File: src/rtl/tdma_pkg.sv
// Shared constants and helpers for the slot-scheduled stream link.
package tdma_pkg;
    localparam int LINK_W = 64;

    // Number of queue entries one slot consumes or produces.
    function automatic logic [1:0] words_per_slot(input logic pack);
        return pack ? 2'd2 : 2'd1;
    endfunction
endpackage

File: src/rtl/tdma_fifo2.sv
// Queue that can accept up to two words and release up to two words per cycle.
// The two oldest entries are visible at all times.
// Assumes: DEPTH is a power of two, at least 2. The caller never pushes
// beyond free space and never pops more than are held.
module tdma_fifo2 #(
    parameter int W     = 64,
    parameter int DEPTH = 4,
    localparam int AW   = $clog2(DEPTH),
    localparam int CW   = AW + 1
) (
    input  logic          clk,
    input  logic          rst_n,
    input  logic [1:0]    push_n,
    input  logic [W-1:0]  wd0,
    input  logic [W-1:0]  wd1,
    input  logic [1:0]    pop_n,
    output logic [W-1:0]  rd0,
    output logic [W-1:0]  rd1,
    output logic [CW-1:0] cnt
);
    logic [W-1:0]  mem [DEPTH];
    logic [AW-1:0] wp, rp;

    assign rd0 = mem[rp];
    assign rd1 = mem[rp + AW'(1)];

    // Storage write, one or two entries.
    always_ff @(posedge clk) begin
        if (push_n != 2'd0) mem[wp] <= wd0;
        if (push_n == 2'd2) mem[wp + AW'(1)] <= wd1;
    end

    // Pointer and occupancy update.
    always_ff @(posedge clk) begin
        if (!rst_n) begin
            wp  <= '0;
            rp  <= '0;
            cnt <= '0;
        end else begin
            wp  <= wp + AW'(push_n);
            rp  <= rp + AW'(pop_n);
            cnt <= cnt + CW'(push_n) - CW'(pop_n);
        end
    end
endmodule

File: src/rtl/tdma_slot_tbl.sv
// Slot ownership table and frame length, with one write port and two read ports
// (transmit and receive). Reset gives every slot to stream 0 and a one-slot frame.
// Assumes: NS >= 2.
module tdma_slot_tbl #(
    parameter int NS    = 4,
    parameter int DEPTH = 16,
    localparam int SW   = $clog2(NS),
    localparam int PW   = $clog2(DEPTH)
) (
    input  logic          clk,
    input  logic          rst_n,
    input  logic          we,
    input  logic [PW-1:0] waddr,
    input  logic [SW-1:0] wsid,
    input  logic          len_we,
    input  logic [PW-1:0] len_in,
    input  logic [PW-1:0] ra_idx,
    output logic [SW-1:0] ra_sid,
    input  logic [PW-1:0] rb_idx,
    output logic [SW-1:0] rb_sid,
    output logic [PW-1:0] len_m1
);
    logic [SW-1:0] tbl [DEPTH];

    assign ra_sid = tbl[ra_idx];
    assign rb_sid = tbl[rb_idx];

    // Table and length register writes.
    always_ff @(posedge clk) begin
        if (!rst_n) begin
            for (int i = 0; i < DEPTH; i++) tbl[i] <= '0;
            len_m1 <= '0;
        end else begin
            if (we)     tbl[waddr] <= wsid;
            if (len_we) len_m1     <= len_in;
        end
    end
endmodule

File: src/rtl/tdma_tx.sv
// Transmit scheduler: walks the slot table, takes the owner's head word(s)
// and registers the link word plus its sideband lines.
// Assumes: owner is the table entry at slot_ptr, valid in the same cycle.
module tdma_tx
    import tdma_pkg::*;
#(
    parameter int NS    = 4,
    parameter int DEPTH = 16,
    parameter int FD    = 4,
    parameter int PIX_W = 30,
    localparam int SW   = $clog2(NS),
    localparam int PW   = $clog2(DEPTH),
    localparam int CW   = $clog2(FD) + 1,
    localparam int PAD  = LINK_W - 2 * PIX_W
) (
    input  logic                              clk,
    input  logic                              rst_n,
    input  logic [PW-1:0]                     len_m1,
    input  logic                              pack,
    input  logic [SW-1:0]                     owner,
    input  logic [NS-1:0][LINK_W-1:0]         head0,
    input  logic [NS-1:0][LINK_W-1:0]         head1,
    input  logic [NS-1:0][CW-1:0]             qcnt,
    output logic [PW-1:0]                     slot_ptr,
    output logic [NS-1:0][1:0]                pop_n,
    output logic [LINK_W-1:0]                 lnk_data,
    output logic                              lnk_valid,
    output logic [PW-1:0]                     lnk_slot,
    output logic                              lnk_sof
);
    logic [1:0]        need;
    logic              ready;
    logic [LINK_W-1:0] word;

    // Decide whether the owner can fill this slot and form the word.
    always_comb begin
        need  = words_per_slot(pack);
        ready = qcnt[owner] >= CW'(need);
        word  = pack ? {{PAD{1'b0}}, head1[owner][PIX_W-1:0], head0[owner][PIX_W-1:0]}
                     : head0[owner];
        for (int s = 0; s < NS; s++)
            pop_n[s] = (ready && owner == SW'(s)) ? need : 2'd0;
    end

    // Slot pointer and registered link outputs.
    always_ff @(posedge clk) begin
        if (!rst_n) begin
            slot_ptr  <= '0;
            lnk_data  <= '0;
            lnk_valid <= 1'b0;
            lnk_slot  <= '0;
            lnk_sof   <= 1'b0;
        end else begin
            slot_ptr  <= (slot_ptr >= len_m1) ? '0 : slot_ptr + PW'(1);
            lnk_valid <= ready;
            lnk_data  <= ready ? word : '0;
            lnk_slot  <= slot_ptr;
            lnk_sof   <= (slot_ptr == '0);
        end
    end
endmodule

File: src/rtl/tdma_rx.sv
// Receive steering: keeps a slot counter realigned by frame start, finds the
// owner and pushes one or two entries into its queue, or flags an overflow.
// Assumes: owner is the table entry at cur_slot, valid in the same cycle.
module tdma_rx
    import tdma_pkg::*;
#(
    parameter int NS    = 4,
    parameter int DEPTH = 16,
    parameter int FD    = 4,
    parameter int PIX_W = 30,
    localparam int SW   = $clog2(NS),
    localparam int PW   = $clog2(DEPTH),
    localparam int CW   = $clog2(FD) + 1
) (
    input  logic                      clk,
    input  logic                      rst_n,
    input  logic [PW-1:0]             len_m1,
    input  logic                      pack,
    input  logic [LINK_W-1:0]         rl_data,
    input  logic                      rl_valid,
    input  logic                      rl_sof,
    input  logic [SW-1:0]             owner,
    input  logic [NS-1:0][CW-1:0]     qcnt,
    output logic [PW-1:0]             cur_slot,
    output logic [NS-1:0][1:0]        push_n,
    output logic [LINK_W-1:0]         wd0,
    output logic [LINK_W-1:0]         wd1,
    output logic [NS-1:0]             ovf
);
    logic [PW-1:0] ptr;
    logic [1:0]    need;
    logic          room;

    // Slot alignment, room test and unpacking.
    always_comb begin
        cur_slot = rl_sof ? '0 : ptr;
        need     = words_per_slot(pack);
        room     = (CW'(FD) - qcnt[owner]) >= CW'(need);
        wd0      = pack ? LINK_W'(rl_data[PIX_W-1:0]) : rl_data;
        wd1      = LINK_W'(rl_data[2*PIX_W-1:PIX_W]);
        for (int s = 0; s < NS; s++)
            push_n[s] = (rl_valid && room && owner == SW'(s)) ? need : 2'd0;
    end

    // Receive slot counter and sticky overflow flags.
    always_ff @(posedge clk) begin
        if (!rst_n) begin
            ptr <= '0;
            ovf <= '0;
        end else begin
            ptr <= (cur_slot >= len_m1) ? '0 : cur_slot + PW'(1);
            if (rl_valid && !room) ovf[owner] <= 1'b1;
        end
    end
endmodule

File: src/rtl/tdma_link.sv
// Top of the slot-scheduled link: per-stream transmit and receive queues,
// the shared slot table, the transmit scheduler and the receive steering.
// Assumes: both link ends run from this clock; the table is not rewritten
// while words of the affected slots are in flight.
module tdma_link
    import tdma_pkg::*;
#(
    parameter int NS    = 4,
    parameter int DEPTH = 16,
    parameter int FD    = 4,
    parameter int PIX_W = 30,
    localparam int SW   = $clog2(NS),
    localparam int PW   = $clog2(DEPTH),
    localparam int CW   = $clog2(FD) + 1
) (
    input  logic                 clk,
    input  logic                 rst_n,
    input  logic                 cfg_tbl_we,
    input  logic [PW-1:0]        cfg_tbl_addr,
    input  logic [SW-1:0]        cfg_tbl_sid,
    input  logic                 cfg_len_we,
    input  logic [PW-1:0]        cfg_len_m1,
    input  logic                 cfg_pack,
    input  logic [NS-1:0]        in_push,
    input  logic [NS*LINK_W-1:0] in_data,
    output logic [NS-1:0]        in_full,
    output logic [LINK_W-1:0]    lnk_data,
    output logic                 lnk_valid,
    output logic [PW-1:0]        lnk_slot,
    output logic                 lnk_sof,
    input  logic [LINK_W-1:0]    rl_data,
    input  logic                 rl_valid,
    input  logic                 rl_sof,
    input  logic [NS-1:0]        out_pop,
    output logic [NS*LINK_W-1:0] out_data,
    output logic [NS-1:0]        out_empty,
    output logic [NS-1:0]        ovf
);
    logic [PW-1:0]             tx_ptr, rx_slot, len_m1;
    logic [SW-1:0]             tx_owner, rx_owner;
    logic [NS-1:0][LINK_W-1:0] txh0, txh1, rxh0, rxh1;
    logic [NS-1:0][CW-1:0]     txc, rxc;
    logic [NS-1:0][1:0]        txpop, rxpush;
    logic [LINK_W-1:0]         rwd0, rwd1;

    tdma_slot_tbl #(.NS(NS), .DEPTH(DEPTH)) u_tbl (
        .clk(clk), .rst_n(rst_n),
        .we(cfg_tbl_we), .waddr(cfg_tbl_addr), .wsid(cfg_tbl_sid),
        .len_we(cfg_len_we), .len_in(cfg_len_m1),
        .ra_idx(tx_ptr), .ra_sid(tx_owner),
        .rb_idx(rx_slot), .rb_sid(rx_owner),
        .len_m1(len_m1)
    );

    // One transmit and one receive queue per stream.
    for (genvar s = 0; s < NS; s++) begin : g_stream
        assign in_full[s]   = (txc[s] == CW'(FD));
        assign out_empty[s] = (rxc[s] == '0);
        assign out_data[s*LINK_W +: LINK_W] = rxh0[s];

        tdma_fifo2 #(.W(LINK_W), .DEPTH(FD)) u_txq (
            .clk(clk), .rst_n(rst_n),
            .push_n({1'b0, in_push[s] && !in_full[s]}),
            .wd0(in_data[s*LINK_W +: LINK_W]), .wd1('0),
            .pop_n(txpop[s]),
            .rd0(txh0[s]), .rd1(txh1[s]), .cnt(txc[s])
        );

        tdma_fifo2 #(.W(LINK_W), .DEPTH(FD)) u_rxq (
            .clk(clk), .rst_n(rst_n),
            .push_n(rxpush[s]), .wd0(rwd0), .wd1(rwd1),
            .pop_n({1'b0, out_pop[s] && !out_empty[s]}),
            .rd0(rxh0[s]), .rd1(rxh1[s]), .cnt(rxc[s])
        );
    end

    tdma_tx #(.NS(NS), .DEPTH(DEPTH), .FD(FD), .PIX_W(PIX_W)) u_tx (
        .clk(clk), .rst_n(rst_n), .len_m1(len_m1), .pack(cfg_pack),
        .owner(tx_owner), .head0(txh0), .head1(txh1), .qcnt(txc),
        .slot_ptr(tx_ptr), .pop_n(txpop),
        .lnk_data(lnk_data), .lnk_valid(lnk_valid),
        .lnk_slot(lnk_slot), .lnk_sof(lnk_sof)
    );

    tdma_rx #(.NS(NS), .DEPTH(DEPTH), .FD(FD), .PIX_W(PIX_W)) u_rx (
        .clk(clk), .rst_n(rst_n), .len_m1(len_m1), .pack(cfg_pack),
        .rl_data(rl_data), .rl_valid(rl_valid), .rl_sof(rl_sof),
        .owner(rx_owner), .qcnt(rxc),
        .cur_slot(rx_slot), .push_n(rxpush),
        .wd0(rwd0), .wd1(rwd1), .ovf(ovf)
    );
endmodule

File: config.mk
export PLATFORM = sky130hd
export DESIGN_NAME = tdma_link
export DESIGN_NICKNAME = d
export VERILOG_FILES = /design/src/rtl/tdma_pkg.sv /design/src/rtl/tdma_fifo2.sv /design/src/rtl/tdma_slot_tbl.sv /design/src/rtl/tdma_tx.sv /design/src/rtl/tdma_rx.sv /design/src/rtl/tdma_link.sv
export SDC_FILE = /design/constraint.sdc
export NUM_CORES = 2
export LEC_CHECK = 0
export BUFFER_PORTS_ARGS = -buffer_cell sky130_fd_sc_hd__buf_4
export CAP_MARGIN = 40
export CORE_MARGIN = 1.5
export CORE_UTILIZATION = 35
export DETAILED_ROUTE_END_ITERATION = 10
export MAX_ROUTING_LAYER = met4
export RECOVER_POWER = 100
export SLEW_MARGIN = 20
export SYNTH_ARGS = -nofsm -noshare
export SYNTH_HDL_FRONTEND = slang
export SYNTH_HIERARCHICAL = 1
export SYNTH_SLANG_ARGS = --single-unit
export TNS_END_PERCENT = 5
File: constraint.sdc
create_clock -name clk -period 22.3 [get_ports clk]
set_input_delay 2.23 -clock clk [delete_from_list [all_inputs] [get_ports clk]]
set_output_delay 2.23 -clock clk [all_outputs]
set_load 0.005 [all_outputs]
==> reports/results.txt <==
combinational power share = 0.271
Seq pwr share = 0.411
pin count of the biggest net entering global routing = 76
Max-Cap Viols = 117
die area = 351000 um^2
cell area after layout = 135000 um^2
worst endpoint required time = 22.68 ns
die height = 592 um
total CTS buffers = 269
# clock sinks = 2222
# Post-CTS Setup Buffers = 0
Hold EP = u_rx/ovf[0]$_SDFFE_PN0P_
Worst setup startpoint = rl_sof
Hold Buf Count CTS = 0
Synth Area per Inst = 19.6 um^2
placer congestion estimate = 0.809
Detailed Place HPWL = 253000 um
setup slack, reg-to-reg = 11.93 ns
clk slew on worst S/H paths = 0.06 ns
Resized Gates After CTS = 0
Post-Syn Area = 122000 um^2
GR Overflow Total = 0
Die X = 592 um
CTS root buf = clkbuf_16
most frequent cells in the layout = edfxtp_1, mux2_1, conb_1
Crit Path Max Fanout = 34
Initial DRC Count = 5511
Mapped Cells = 6186
Static Leak = 46.9 nW
Slew @ Worst Pin = 12.58 ns
clock tree buffer depth = 4
DRC Markers = 0
CTS tree = done
router iterations before antenna repair = 6
Final Cycle Share = 0.525
H-tree depth = 5
type of destination of the critical path = register
Hold Crit Start = u_rx/ovf[0]$_SDFFE_PN0P_
initial antenna violation count = 145
fin nets = 8296
placed instance area = 134000 um^2
type of origin of the critical path = primary input
failing checks = max-capacitance violations, max-slew violations
clock power share = 0.318
Slew Viols, Final = 4391
vias in the first global route = 66400
core box area = 346000 um^2
initial core utilization = 0.351
WL per Instance = 30.4 um
PD cells = 102 nW/um^2
vias post-DR = 66400
fmax = 0.0855 GHz
WP data arrival = 12.08 ns
Worst Hold Class = register to register
Max VDD drop = 0.0694 mV
Final Hold Violating Endpoints = 0
first-pass GRT wire length = 525000 um
Place WS = 13.37 ns
I/O pins = 683
drt total wl = 388000 um
area grow syn2layout = 10.8%
Slew headroom = -7.41
switch share = 0.309
gr usage total = 0.219
Reg2Reg Depth = 17
std cell rows = 216
total negative slack = 0 ns
input/output buffers = 682
Final Util = 0.389
fin crit period = 11.70 ns
RR Endpoint = g_stream[0].u_rxq/mem[2][49]$_DFFE_PP_
share of cells above drive strength 1 = 0.255
unrepaired setup endpoints after global routing = no
Worst Hold Depth = 2
final setup vio count = 0
Net Switching = 4.23 mW
post-route ant nets = 0
vias per cell = 5.19
commonest non-fill, non-tap cell in the layout = edfxtp_1
Ys Warns = 6
internal power = 9.47 mW
critical path class = primary input to register
Clock Latency Late Sink = 0.90 ns
status = finished, violations left
Max Clock Skew = 0.0898 ns
FF-to-FF Start = u_rx/ptr[0]$_SDFF_PP0_
final setup margin = 10.60 ns
[how the worst max path moves through the flow]
stage	to	slack [ns]	cells past startpoint
2_1_floorplan	g_stream[0].u_rxq/mem[0][0]$_DFFE_PP_	11.64	16
3_3_place_gp	g_stream[0].u_rxq/mem[2][51]$_DFFE_PP_	13.04	17
3_5_place_dp	g_stream[0].u_rxq/mem[2][51]$_DFFE_PP_	13.37	18
4_1_cts	g_stream[0].u_rxq/mem[2][41]$_DFFE_PP_	14.29	18
5_1_grt	g_stream[0].u_rxq/mem[2][51]$_DFFE_PP_	10.01	18
6_report	g_stream[0].u_rxq/mem[2][49]$_DFFE_PP_	10.60	18
[power groups by stage]
stage / sequential, mW / clock (mW) / combinational, mW
final: 5.63 / 4.35 / 3.71
after global routing: 5.69 / 4.59 / 3.86
after CTS: 5.62 / 4.44 / 4.05
after detailed placement: 5.71 / 0 / 4.03
after global placement: 5.68 / 0 / 3.95
after floorplan: 5.55 / 0 / 2.49
[metrics by stage]
step / total power, mW / hold WS [ns] / cells
2_1_floorplan: 8.04 / 0.445 / 7282
3_3_place_gp: 9.64 / 0.458 / 12100
3_5_place_dp: 9.74 / 0.462 / 12200
4_1_cts: 14.1 / 0.479 / 12700
5_1_grt: 14.1 / 0.519 / 12800
6_report: 13.7 / 0.479 / 12800
[critical path, cell delays in order]
cell      delay, ns
clkbuf_1       0.15
nand2b_1       0.20
inv_1          0.36
mux4_1         0.65
a22oi_1        0.18
nand3_1        0.38
mux4_2         0.58
inv_1          0.10
ha_1           0.25
ha_1           0.29
a21o_1         0.15
o211ai_1       0.18
nor3_1         0.35
clkbuf_1       0.30
and4bb_1       1.67
o21bai_2       0.35
clkbuf_1       1.66
clkbuf_1       1.91
[final cells by class]
cell class	count	area, um^2
diodes	102	255
inverters	58	218
clock inverters	118	1230
fillers	33100	211000
repair buffers	865	4840
flip-flops and latches	2222	65300
multi-input cells	4471	49600
well taps	4578	5730
clock buffers	366	7390
[state kept, by name (all words and copies together), names as in the netlist, 8 cells and up]
register and flops:
g_stream.u_rxq/mem 1024, g_stream.u_txq/mem 1024, u_tx/lnk_data 64, u_tbl/tbl 32, g_stream.u_rxq/cnt 12, g_stream.u_txq/cnt 12
g_stream.u_rxq/rp 8, g_stream.u_rxq/wp 8, g_stream.u_txq/rp 8, g_stream.u_txq/wp 8
[metal layers]
metal / global-route usage / wire length (um) / up-vias
li1: - / - / 27600
met1: 0.269 / 155000 / 35400
met2: 0.366 / 188000 / 2750
met3: 0.0482 / 32500 / 618
met4: 0.0567 / 12400 / 0
met5: - / 0 / -
Power figures use the tool's default switching activity.
